===== src/rtl/tpd_pkg.sv =====
package tpd_pkg;
  localparam int unsigned NUM_Q_DEF = 4;
  localparam int unsigned DEPTH_DEF = 8;
  localparam int unsigned PTR_W_DEF = 32;

  function automatic int unsigned idx_w(input int unsigned n);
    return (n > 1) ? $clog2(n) : 1;
  endfunction
endpackage


===== src/rtl/tpd_fifo.sv =====
module tpd_fifo #(
  parameter int unsigned DEPTH = tpd_pkg::DEPTH_DEF,
  parameter int unsigned W     = tpd_pkg::PTR_W_DEF
) (
  input  logic         clk_i,
  input  logic         rst_ni,
  input  logic         push_i,
  input  logic [W-1:0] wdata_i,
  input  logic         pop_i,
  output logic [W-1:0] rdata_o,
  output logic         full_o,
  output logic         empty_o
);
  localparam int unsigned AW = tpd_pkg::idx_w(DEPTH);
  localparam int unsigned CW = $clog2(DEPTH + 1);

  logic [W-1:0]  mem_q [DEPTH];
  logic [AW-1:0] wr_q, rd_q;
  logic [CW-1:0] cnt_q;
  logic          do_push, do_pop;

  assign full_o  = (cnt_q == CW'(DEPTH));
  assign empty_o = (cnt_q == '0);
  assign do_push = push_i & ~full_o;
  assign do_pop  = pop_i & ~empty_o;
  assign rdata_o = mem_q[rd_q];

  always_ff @(posedge clk_i) begin
    if (do_push) mem_q[wr_q] <= wdata_i;
  end

  always_ff @(posedge clk_i or negedge rst_ni) begin
    if (!rst_ni) begin
      wr_q  <= '0;
      rd_q  <= '0;
      cnt_q <= '0;
    end else begin
      if (do_push) wr_q <= (wr_q == AW'(DEPTH - 1)) ? '0 : wr_q + 1'b1;
      if (do_pop)  rd_q <= (rd_q == AW'(DEPTH - 1)) ? '0 : rd_q + 1'b1;
      case ({do_push, do_pop})
        2'b10:   cnt_q <= cnt_q + 1'b1;
        2'b01:   cnt_q <= cnt_q - 1'b1;
        default: cnt_q <= cnt_q;
      endcase
    end
  end
endmodule


===== src/rtl/tpd_rr_arb.sv =====
module tpd_rr_arb #(
  parameter  int unsigned N  = tpd_pkg::NUM_Q_DEF,
  localparam int unsigned IW = tpd_pkg::idx_w(N)
) (
  input  logic          clk_i,
  input  logic          rst_ni,
  input  logic [N-1:0]  req_i,
  output logic          any_o,
  output logic [IW-1:0] idx_o
);
  logic [IW-1:0] last_q;

  // search starts one past the last winner, wrapping
  always_comb begin
    any_o = 1'b0;
    idx_o = '0;
    for (int k = 1; k <= int'(N); k++) begin
      int j;
      j = int'(last_q) + k;
      if (j >= int'(N)) j = j - int'(N);
      if (!any_o && req_i[j]) begin
        any_o = 1'b1;
        idx_o = IW'(j);
      end
    end
  end

  always_ff @(posedge clk_i or negedge rst_ni) begin
    if (!rst_ni)    last_q <= IW'(N - 1);
    else if (any_o) last_q <= idx_o;
  end
endmodule


===== src/rtl/task_ptr_dispatch.sv =====
module task_ptr_dispatch #(
  parameter  int unsigned NUM_Q = tpd_pkg::NUM_Q_DEF,
  parameter  int unsigned DEPTH = tpd_pkg::DEPTH_DEF,
  parameter  int unsigned PTR_W = tpd_pkg::PTR_W_DEF,
  localparam int unsigned ID_W  = tpd_pkg::idx_w(NUM_Q),
  localparam int unsigned EN_W  = $clog2(NUM_Q + 1)
) (
  input  logic                   clk_i,
  input  logic                   rst_ni,
  input  logic [EN_W-1:0]        q_en_cnt_i,
  input  logic [NUM_Q-1:0]       push_valid_i,
  input  logic [NUM_Q*PTR_W-1:0] push_ptr_i,
  output logic [NUM_Q-1:0]       push_ready_o,
  input  logic [NUM_Q-1:0]       done_i,
  output logic                   launch_valid_o,
  output logic [ID_W-1:0]        launch_id_o,
  output logic [PTR_W-1:0]       launch_ptr_o
);
  logic [NUM_Q-1:0] elig, grant, empty, full, busy_q, en_mask;
  logic [PTR_W-1:0] head [NUM_Q];
  logic             any_gnt;
  logic [ID_W-1:0]  gnt_idx;

  for (genvar q = 0; q < NUM_Q; q++) begin : g_q
    assign en_mask[q]      = (EN_W'(q) < q_en_cnt_i);
    assign push_ready_o[q] = ~full[q];
    assign elig[q]         = en_mask[q] & ~empty[q] & ~busy_q[q];
    assign grant[q]        = any_gnt & (gnt_idx == ID_W'(q));

    tpd_fifo #(.DEPTH(DEPTH), .W(PTR_W)) u_fifo (
      .clk_i   (clk_i),
      .rst_ni  (rst_ni),
      .push_i  (push_valid_i[q]),
      .wdata_i (push_ptr_i[q*PTR_W +: PTR_W]),
      .pop_i   (grant[q]),
      .rdata_o (head[q]),
      .full_o  (full[q]),
      .empty_o (empty[q])
    );

    // thread slot: set on launch, cleared by done; a grant needs an idle slot
    always_ff @(posedge clk_i or negedge rst_ni) begin
      if (!rst_ni)        busy_q[q] <= 1'b0;
      else if (grant[q])  busy_q[q] <= 1'b1;
      else if (done_i[q]) busy_q[q] <= 1'b0;
    end
  end

  tpd_rr_arb #(.N(NUM_Q)) u_arb (
    .clk_i  (clk_i),
    .rst_ni (rst_ni),
    .req_i  (elig),
    .any_o  (any_gnt),
    .idx_o  (gnt_idx)
  );

  always_ff @(posedge clk_i or negedge rst_ni) begin
    if (!rst_ni) begin
      launch_valid_o <= 1'b0;
      launch_id_o    <= '0;
      launch_ptr_o   <= '0;
    end else begin
      launch_valid_o <= any_gnt;
      if (any_gnt) begin
        launch_id_o  <= gnt_idx;
        launch_ptr_o <= head[gnt_idx];
      end
    end
  end
endmodule


===== config.mk =====
export PLATFORM = sky130hd
export DESIGN_NAME = task_ptr_dispatch
export DESIGN_NICKNAME = d
export VERILOG_FILES = /design/src/rtl/tpd_pkg.sv /design/src/rtl/tpd_fifo.sv /design/src/rtl/tpd_rr_arb.sv /design/src/rtl/task_ptr_dispatch.sv
export SDC_FILE = /design/constraint.sdc
export NUM_CORES = 1
export LEC_CHECK = 0
export CELL_PAD_IN_SITES_DETAIL_PLACEMENT = 1
export CELL_PAD_IN_SITES_GLOBAL_PLACEMENT = 2
export CORE_MARGIN = 2
export CORE_UTILIZATION = 45
export CTS_CLUSTER_DIAMETER = 50
export DETAILED_ROUTE_END_ITERATION = 12
export DONT_BUFFER_PORTS = 1
export GPL_TIMING_DRIVEN = 0
export PLACE_DENSITY_LB_ADDON = 0.3
export SYNTH_ARGS = -nofsm -noshare
export SYNTH_HDL_FRONTEND = slang
export SYNTH_SLANG_ARGS = --single-unit

===== constraint.sdc =====
create_clock -name clk_i -period 4.6 [get_ports clk_i]
set_clock_uncertainty 0.1 [all_clocks]
set_input_delay 0 -clock clk_i [delete_from_list [all_inputs] [get_ports clk_i]]
set_output_delay 0 -clock clk_i [all_outputs]
set_load 0.005 [all_outputs]

==> results of run 1 <==
==> power breakdown <==
part           switching, W  total (W)  internal, W
clock network       0.00396    0.00932      0.00536
logic               0.00730     0.0126      0.00527
registers          0.000959     0.0138       0.0128
==> cell usage after synthesis (11+ instances only) <==
| library cell | count | share of area (%) |
|---|---|---|
| inv_1 | 21 | 0.18 |
| nand2b_1 | 11 | 0.16 |
| buf_2 | 30 | 0.35 |
| o211ai_2 | 20 | 0.58 |
| a22oi_1 | 32 | 0.55 |
| nand2_1 | 23 | 0.20 |
| nor2b_1 | 34 | 0.49 |
| dfrtp_1 | 79 | 4.6 |
| clkbuf_1 | 55 | 0.48 |
| nor3_1 | 25 | 0.29 |
| nor2_1 | 24 | 0.21 |
| edfxtp_1 | 1024 | 71 |
| mux4_2 | 256 | 13 |
| mux2_2 | 105 | 2.7 |
| o211ai_1 | 12 | 0.21 |
| o21ai_0 | 33 | 0.38 |
| ha_1 | 28 | 0.81 |
| a211oi_2 | 28 | 0.81 |
| nand3_1 | 36 | 0.42 |
| buf_1 | 11 | 0.095 |
==> sequential cells by signal, indices dropped and copies added (netlist names) <==
register and flops:
u_arb.last_q 2, launch_valid_o 1, g_q.u_fifo.wr_q 12, g_q.u_fifo.cnt_q 16
launch_id_o 2, launch_ptr_o 32, g_q.u_fifo.mem_q 1024, busy_q 4
g_q.u_fifo.rd_q 12
==> worst max path at each step <==
stage                                 from                    endpoint  slack (ps)  cells after the start
floorplan           g_q[1].u_fifo.cnt_q[0]   g_q[1].u_fifo.mem_q[0][0]         130                      4
global placement    g_q[0].u_fifo.cnt_q[0]  g_q[0].u_fifo.mem_q[0][18]       -3640                      4
detailed placement  g_q[3].u_fifo.cnt_q[0]      g_q[2].u_fifo.cnt_q[3]         330                     12
CTS                 g_q[2].u_fifo.cnt_q[0]      g_q[2].u_fifo.cnt_q[3]          20                     13
global route        g_q[2].u_fifo.cnt_q[0]      g_q[2].u_fifo.cnt_q[3]          50                     13
finish              g_q[2].u_fifo.cnt_q[0]      g_q[2].u_fifo.cnt_q[3]         300                     13
==> placed cells by master (no fill, tap or decap), types with 11 or more instances in the layout <==
master and instances:
clkinv_2 18, clkinv_1 22, buf_6 52, buf_1 11, nor2_1 12, nor3_2 16, clkbuf_1 78, o211ai_1 12
nand3_1 36, o21ai_0 33, nor2_4 14, a211oi_2 28, nand2b_1 11, ha_1 28, clkbuf_16 121, a22oi_1 32
dlygate4sd3_1 184, mux2_2 105, dfrtp_1 79, buf_4 23, edfxtp_1 1024, nor2b_1 34, buf_2 30, inv_1 21
nand2_1 23, o211ai_2 20, mux4_2 256
==> logic make-up after synthesis <==
logic type / after synthesis / synth area share, %
DFF: 1105 / 75.65
buffers and inverters: 120 / 1.170
xor gates and xnor gates: 16 / 0.3234
AOI/OAI and AO/OA: 165 / 3.341
and+or+nand+nor: 172 / 2.131
muxes: 374 / 16.39
adders and majority gates: 32 / 0.9934
==> layout make-up <==
cell class | instances | share of cell area (%)
clock inverter | 74 | 1.299
multi-input combinational | 759 | 19.70
buffer | 99 | 0.8230
inverter | 21 | 0.1516
antenna | 9 | 0.04332
clock buffer | 148 | 6.095
sequential | 1105 | 63.04
tap | 1265 | 3.044
timing repair buffer | 278 | 5.799
==> layer usage <==
metal | vias to the layer above | global-route usage [%]
li1 | 9137 | -
met1 | 11560 | 30.37
met2 | 693 | 38.25
met3 | 174 | 7.444
met4 | 16 | 6.688
met5 | - | 0
==> per-stage QoR <==
step	hold WS (ps)	worst slack, ps	setup TNS [ps]
2_1_floorplan	-395.6	127.1	0
3_3_place_gp	-392.3	-3637	-1185820
3_5_place_dp	-390.0	333.8	0
4_1_cts	0.3335	22.31	0
5_1_grt	26.91	52.29	0
6_report	30.06	303.6	0
==> repair_timing <==
action | 4_1_cts | 5_1_grt
endpoints found under the hold margin | 1438 | 0
resized for setup | 0 | 1
hold buffers | 186 | 0
endpoints found under the setup margin | 0 | 1
==> flow_summary.ini, run 1 <==
[power_and_ir_drop]
leakage_nw = 16.97
ir_drop_mv = 0.3876
fin_total_pwr_w = 0.03568
cellPowerDensity_nw_per_um2 = 686.1

[sta]
tightest_slew_ps = 1069
hold_viol = 0
min_period_ps = 4296
fmax_mhz = 232.8
fin_crit_sh_pct = 93.40
setup_viol = 0
slew_headroom_pct = 28.32
rsz0062_at_grt = false
slew_violations = 0

[floorplan]
dieArea_um2 = 98780
fp-row-count = 113
die_x_um = 314.3
initial_utilization_pct = 45.54
core_um2 = 95150
die_y_um = 314.3
ios = 180

[detailed_routing]
wl_met1_mm = 44.47
drc = 0
first_pass_iters = 5
num_vias = 21580
drt.antenna.violating_nets = 0
top_layer = met5
dr_wl_met2_mm = 55.67
drtIter0Drc = 2169
wl_per_cell_um = 30.13
vias_per_cell = 5.742
wl_mm = 113.2
wl_met3_mm = 9.824

[finish]
area_growth_syn_to_layout_pct = 20.00
stdcell_area_um2 = 51990
layout.nets = 2557
fin_util_pct = 54.64
stdcell_count = 3758
n_fill_cell = 8234
seq_area_um2 = 32780
final_layout_size_suffix_gt1_share_pct = 30.88
multi_input_area_um2 = 10240

[hold_path]
hold_depth = 1
min_path_type = in -> reg
hold_path_end = g_q[0].u_fifo.mem_q[6][17]
holdCritStartpoint = push_ptr_i[17]

[cts]
cts_made_buffers = 120
clk_path_buf_depth = 3
cts_root_buf = clkbuf_16
clkLatencyLatePin_ps = 720
clk_pin_slew_worst_paths_ps = 60
cts_setup_buffers = 0
cts_tree = built
cts_htree_levels = 3
clock_sinks = 1105

[synthesis]
synth-seq-cells = 1105
synth_area_um2 = 43330
synth_nets = 2157
synth-main-ff-cell = edfxtp_1
synthDistinctLibCells = 56
synth_area_per_cell_um2 = 21.84
ys_async_sr_fraction_pct = 7.330
syn_inst = 1984
synth_edf_count = 1024
ys_warn_count = 0
ys_seq_area_share_pct = 75.65

[worst_setup_path]
cpPeakStageDelay_ps = 680
start_kind = register
crit_fanout = 10
critPathRequiredTime_ps = 5080
end_kind = register
crit_path_top_delay_cell = dlygate4sd3_1
rrSetupSlack_ps = 300
reg2reg_depth = 13
r2r_start = g_q[2].u_fifo.cnt_q[0]
crit_family = compound AO/OA/AOI/OAI gates
critical_path_class = reg -> reg
worstPathArrival_ps = 4780
crit_top_cell = ha_1
critPathBufInv = 2
crit_chain = nor4_2 > o32ai_1 > dlygate4sd3_1 > o41ai_2 > a211oi_4 > buf_2 > ha_1 > ha_1 > a21o_1 > a21oi_1 > xnor2_1 > nor2_1 > xor2_1
timing.rr.end = g_q[2].u_fifo.cnt_q[3]

[outcome]
status = complete, no violations

[job]
maxCapViolations = 0

[grt]
grt_pass1_vias = 23500
antenna_found_initial = 15
grt.overflow.total = 0
track_usage_pct = 23.45
grt_max_degree = 80
grt_pass1_wl_mm = 165.3

[placement]
place_congestion = 0.7960
hpwl_mm = 78.08
placed_cells = 3341
dpl_cell_area_um2 = 46220
place.port_buffers = 0
Power figures use the tool's default switching activity.
==> inputs of run 2 (changes only) <==
- CORE_UTILIZATION: 45 -> 41
==> run 2 against run 1 <==
Compared with the run above: maximum frequency is essentially flat; global-route usage shrank 1.7 points; sequential cell count is the same; first-iteration DRC count shrank 11%; combinational power is essentially flat; clock-buffer cell count grew 14; wire length grew 2.1%; design area grew 1.7%; worst setup slack gained 3.6 ps; hold slack gained 3.6 ps; critical path type unchanged; critical endpoint unchanged; largest power group unchanged.
==> flow_summary.ini, run 2 (synthesis gave the netlist of run 1 again) <==
[detailed_routing]
drtIter0Drc = 1921
drt.antenna.violating_nets = 0
vias_per_cell = 5.541
wl_per_cell_um = 29.35
num_vias = 21820
first_pass_iters = 5
drc = 0
wl_mm = 115.6

[finish]
layout_common_cells = edfxtp_1 (1,024), mux4_2 (256), dlygate4sd3_1 (219)
largest_reg_flops = 1024
top_regs = g_q.u_fifo.mem_q: 1024 flops, launch_ptr_o: 32 flops, g_q.u_fifo.cnt_q: 16 flops
area_growth_syn_to_layout_pct = 22.09
layout.nets = 2605
stdcell_count = 3938
final_common_cell = edfxtp_1
top_register = g_q.u_fifo.mem_q
n_fill_cell = 9446
final_layout_size_suffix_gt1_share_pct = 30.93

[grt]
grt_use_met2_pct = 35.20
track_usage_pct = 21.77
grt_pass1_wl_mm = 168.6
grt.overflow.total = 0
grt_max_degree = 80
use_met1_pct = 29.71
antenna_found_initial = 12
grt_pass1_vias = 23490
busiest_layer = met2
use_met3_pct = 5.769

[worst_setup_path]
end_kind = register
cp-endpoint = g_q[2].u_fifo.cnt_q[3]
crit_path_top_delay_cell = nor4_2
cp-startpoint = g_q[3].u_fifo.cnt_q[0]
crit_fanout = 10
crit_top_cell = ha_1
r2r_start = g_q[3].u_fifo.cnt_q[0]
start_kind = register
crit_family = compound AO/OA/AOI/OAI gates
worstPathArrival_ps = 4790
timing.rr.end = g_q[2].u_fifo.cnt_q[3]
reg2reg_depth = 12
critPathBufInv = 1
cpPeakStageDelay_ps = 780
cp.depth = 12
crit_chain = nor4_2 > nor4b_1 > a211o_2 > a211oi_4 > buf_2 > ha_1 > ha_1 > a21o_1 > a21oi_1 > xnor2_1 > nor2_1 > xor2_1
critPathRequiredTime_ps = 5100
rrSetupSlack_ps = 310
critical_path_class = reg -> reg

[power_and_ir_drop]
pwr-share-clk_pct = 27.8
p_seq_share_pct = 37.8
power_switching_w = 0.01241
ir_drop_mv = 0.5164
p_int_w = 0.02410
p_sw_share_pct = 33.99
power_frac_comb_pct = 34.4
cellPowerDensity_nw_per_um2 = 690.3
leakage_nw = 17.31

[sta]
setup_ws_ps = 307.2
setup_tns_ps = 0
slew_headroom_pct = 30.91
fin_hold_ws_ps = 33.63
hold_viol = 0
tightest_slew_ps = 1036
min_period_ps = 4293
fmax_mhz = 232.9
setup_viol = 0
rsz0062_at_grt = false
slew_violations = 0
fin_crit_sh_pct = 93.32

[floorplan]
die_y_um = 329.1
dieArea_um2 = 108300
core_um2 = 105100
fp-row-count = 119
die_x_um = 329.1
initial_utilization_pct = 41.22
ios = 180

[placement]
place_ws_ps = 272.2
place_congestion = 0.7759
placed_cells = 3469
hpwl_mm = 80.07
place.port_buffers = 0

[cts]
clkLatencyLatePin_ps = 720
cts_root_buf = clkbuf_16
clk_path_buf_depth = 3
cts_tree = built
cts_setup_buffers = 0
post_cts_resized = 0
cts_htree_levels = 4
clk_pin_slew_worst_paths_ps = 60
clock_sinks = 1105
cts_made_buffers = 131

[hold_path]
min_path_type = in -> reg

[outcome]
status = complete, no violations

[job]
maxCapViolations = 0
-- run 2: changes by cell type in the layout (fill, tap and decap cells not counted), moves of 3 or more --
cell	before	now
inv_8	2	5
clkbuf_1	78	82
buf_8	8	2
buf_6	52	61
clkbuf_16	121	134
clkinv_1	22	18
clkbuf_8	4	1
dlygate4sd3_1	184	219
-- run 2: worst min-delay path by stage --
stage	slack, ps	depth (start not counted)	from	to
2_1_floorplan	-400	0	rst_ni	busy_q[0]
3_3_place_gp	-390	0	rst_ni	g_q[1].u_fifo.wr_q[2]
3_5_place_dp	-380	0	rst_ni	g_q[3].u_fifo.rd_q[0]
4_1_cts	0.3	1	push_ptr_i[4]	g_q[0].u_fifo.mem_q[1][4]
5_1_grt	20	1	push_ptr_i[111]	g_q[3].u_fifo.mem_q[6][15]
6_report	30	1	push_ptr_i[11]	g_q[0].u_fifo.mem_q[0][11]
-- run 2: worst reg2reg max path: cells and delay by family, from the launching register on --
kind                     cells  cell delay (ps)
AO/OA/AOI/OAI                4             1360
XOR/XNOR                     2              290
adder cells (fa/ha/maj)      2              500
buffers and inverters        1              390
flip-flops                   1              440
AND/OR/NAND/NOR              3             1120
-- run 2: final cells by class --
cell class | instances | area (um^2) | share of cell area (%)
Clock inverter | 77 | 780.7 | 1.476
Antenna cell | 9 | 22.52 | 0.04258
Inverter | 21 | 78.83 | 0.1490
Clock buffer | 162 | 3468 | 6.557
Buffer | 99 | 427.9 | 0.8089
Sequential cell | 1105 | 32780 | 61.97
Multi-Input combinational cell | 759 | 10240 | 19.35
Timing Repair Buffer | 315 | 3362 | 6.356
Tap cell | 1391 | 1740 | 3.290
-- run 2: power by group through the flow --
stage | Sequential [W] | Combinational (W) | Clock [W]
final | 0.0138 | 0.0126 | 0.0102
after floorplan | 0.0135 | 0.00788 | 0
after detailed placement | 0.0140 | 0.0123 | 0
after CTS | 0.0138 | 0.0128 | 0.0104
after global routing | 0.0139 | 0.0134 | 0.0107
after global placement | 0.0140 | 0.0116 | 0
-- run 2: metrics by stage --
stage	util, %	total power, W	area (um^2)
final	50.32	0.03651	52900
after global placement	42.87	0.02559	45070
after detailed placement	44.12	0.02632	46380
after CTS	50.30	0.03691	52870
after global routing	50.31	0.03811	52880
after floorplan	-	0.02142	43330
-- run 2: what timing repair did --
| action | 4_1_cts | 5_1_grt |
|---|---|---|
| endpoints found under the setup margin | 0 | 0 |
| endpoints found under the hold margin | 1439 | 0 |
| hold buffers | 221 | 0 |
-- run 2: metal layers --
metal,wire [um],vias to the layer above
met5,67,-
met1,48390,11780
met2,56460,629
li1,-,9236
met4,2084,10
met3,8566,162
==> inputs of run 3 (changes only) <==
- ABC_AREA: unset -> 1
- CAP_MARGIN: unset -> 5
- CORE_UTILIZATION: 41 -> 40
==> run 3 against run 2 <==
Compared with the run above: worst setup slack improved by 450 ps; register-to-register slack improved by 450 ps; combinational power rose by 56%; first-iteration DRC count rose by 20%; sequential cell count stayed put; area after synthesis grew 4.5%; non-clock buffer count increased by 86.
==> flow_summary.ini, run 3 <==
[synthesis]
syn_inst = 3647
synth-main-ff-cell = edfxtp_1
synth-seq-cells = 1105
synth_area_per_cell_um2 = 12.42
synth_area_um2 = 45280
synth_nets = 3820
ys_async_sr_fraction_pct = 7.330
ys_warn_count = 0
synth.most_common_cell = edfxtp_1
ys_seq_area_share_pct = 72.39
synthTopCellsByArea = edfxtp_1 (68%), nand2_1 (6.6%), dfrtp_1 (4.4%), a21oi_1 (3.9%), a221oi_1 (2.5%)
synth_edf_count = 1024
synth_largest_area_cell = edfxtp_1
synthDistinctLibCells = 36
synth_top_area_share_pct = 67.91
synth_commonest_cells = edfxtp_1 (1,024), nand2_1 (798), a21oi_1 (354)

[sta]
slew_headroom_pct = 44.91
hold_viol = 0
min_period_ps = 3845
setup_viol = 0
rsz0062_at_grt = false
slew_violations = 0
fmax_mhz = 260.1
tightest_slew_ps = 826.3
fin_crit_sh_pct = 83.58

[finish]
layout.nets = 4219
top_regs = g_q.u_fifo.mem_q: 1024 flops, launch_ptr_o: 32 flops, g_q.u_fifo.cnt_q: 16 flops
largest_reg_flops = 1024
top_register = g_q.u_fifo.mem_q
stdcell_count = 5658
n_fill_cell = 11570
layout_common_cells = edfxtp_1 (1,024), nand2_1 (798), a21oi_1 (354)
area_growth_syn_to_layout_pct = 21.15
fin_util_pct = 48.83
final_layout_size_suffix_gt1_share_pct = 9.771
final_common_cell = edfxtp_1

[power_and_ir_drop]
power_frac_comb_pct = 45.0
p_seq_share_pct = 31.0
ir_drop_mv = 0.6329
power_switching_w = 0.01895
p_int_w = 0.02455
pwr-share-clk_pct = 24.0
p_sw_share_pct = 43.56
leakage_nw = 19.78
fin_total_pwr_w = 0.04349
cellPowerDensity_nw_per_um2 = 792.8

[detailed_routing]
vias_per_cell = 5.433
wl_met3_mm = 8.919
dr_wl_met2_mm = 68.25
wl_met1_mm = 60.21
drtIter0Drc = 2306
drt.antenna.violating_nets = 0
top_layer = met5
first_pass_iters = 5
wl_mm = 141.3
drc = 0
wl_per_cell_um = 24.98
num_vias = 30740

[worst_setup_path]
critical_path_class = reg -> reg
crit_fanout = 7
reg2reg_depth = 22
critPathRequiredTime_ps = 5140
start_kind = register
end_kind = register
rrSetupSlack_ps = 760
worstPathArrival_ps = 4390

[grt]
grt_max_degree = 80
track_usage_pct = 24.30
grt_pass1_vias = 32350
grt_pass1_wl_mm = 208.5
antenna_found_initial = 10
grt.overflow.total = 0

[hold_path]
hold_depth = 1
min_path_type = in -> reg

[floorplan]
fp-row-count = 123
die_x_um = 340.5
die_y_um = 340.5
core_um2 = 112300
initial_utilization_pct = 40.31
ios = 180
dieArea_um2 = 115900

[placement]
hpwl_mm = 95.86
place_congestion = 0.8704
place.port_buffers = 0
placed_cells = 5179

[cts]
cts_tree = built
clock_sinks = 1105
clk_path_buf_depth = 3
cts_htree_levels = 4
clk_pin_slew_worst_paths_ps = 60
clkLatencyLatePin_ps = 750
post_cts_resized = 0
cts_made_buffers = 136
cts_root_buf = clkbuf_16

[outcome]
status = complete, no violations

[job]
maxCapViolations = 0
==> run 3: cell types whose count changed in the layout (fill, tap and decap cells not counted), sizes merged, moves of 72 or more <==
cell / before / now
a21oi: 7 / 354
a221oi: 0 / 128
clkbuf: 217 / 339
inv: 36 / 241
mux2: 114 / 0
mux4: 256 / 0
nand2: 24 / 802
nand3: 36 / 216
nand4: 0 / 72
nor2: 26 / 133
o21ai: 40 / 155
==> run 3: per-stage QoR <==
| stage | area (um^2) | hold WS (ps) | setup WS, ps | setup TNS [ps] |
|---|---|---|---|---|
| final | 54860 | 23.40 | 755.1 | 0 |
| after floorplan | 45280 | -395.6 | 1598 | 0 |
| after CTS | 54850 | 1.023 | 770.7 | 0 |
| after detailed placement | 48180 | -386.3 | 798.3 | 0 |
| after global routing | 54860 | 26.71 | 433.2 | 0 |
| after global placement | 47160 | -385.9 | -215.0 | -17770 |
==> run 3: path summary, 6_finish.rpt <==
kind,start,to
max reg2reg,g_q[2].u_fifo.cnt_q[1],g_q[0].u_fifo.cnt_q[3]
min reg2reg,launch_ptr_o[3],launch_ptr_o[3]
max,g_q[2].u_fifo.cnt_q[1],g_q[0].u_fifo.cnt_q[3]
min,push_ptr_i[89],g_q[2].u_fifo.mem_q[2][25]
min in group asynchronous,rst_ni,u_arb.last_q[1]
max in group asynchronous,rst_ni,launch_ptr_o[8]
==> run 3: timing repair <==
item	CTS	global route
hold endpoints to repair	1249	0
hold buffers	229	0
setup buffers	0	0
==> run 3: power by group through the flow <==
stage | logic [W] | clock network [W] | registers (W)
finish | 0.0196 | 0.0104 | 0.0135
global placement | 0.0181 | 0 | 0.0138
detailed placement | 0.0189 | 0 | 0.0137
global route | 0.0213 | 0.0110 | 0.0136
CTS | 0.0194 | 0.0106 | 0.0135
floorplan | 0.0112 | 0 | 0.0135
==> run 3: layout make-up <==
cell class	count	area (um^2)	share of cell area, %
multi-input combinational	2082	10900	19.87
tap	1500	1877	3.421
buffer	239	1011	1.843
inverter	221	829.5	1.512
timing repair buffer	261	3110	5.670
sequential	1105	32780	59.75
antenna	3	7.507	0.01368
clock inverter	67	660.6	1.204
clock buffer	180	3682	6.712
==> run 3: cells by family after synthesis <==
| kind of cell | Yosys count | synth area share, % |
|---|---|---|
| AO/OA/AOI/OAI | 743 | 10.02 |
| adder cells (fa/ha/maj) | 32 | 0.9505 |
| buffers and inverters | 460 | 4.065 |
| flip-flops | 1105 | 72.39 |
| XOR/XNOR | 13 | 0.2680 |
| AND/OR/NAND/NOR | 1294 | 12.30 |
==> run 3: layer usage <==
layer | vias to the layer above | track usage (%)
met1 | 15640 | 31.73
met4 | 6 | 8.058
met3 | 214 | 5.429
met2 | 814 | 40.17
met5 | - | 0
li1 | 14060 | -
==> run 3: worst max-delay path: stages, from the launching register on <==
cell,delay (ps)
dfrtp_1,420
nor2_1,150
nand2_1,230
nand3_1,210
nand2_1,100
nand3_2,80
nand2_2,70
nor2_2,160
nand3_2,120
nand3_4,180
inv_1,170
nor2_1,240
nand2_1,160
inv_2,130
ha_1,220
ha_1,290
nand2_1,80
nor2_1,40
a211oi_1,250
nor2_1,70
nor2_1,90
nand2_1,70
xnor2_1,120
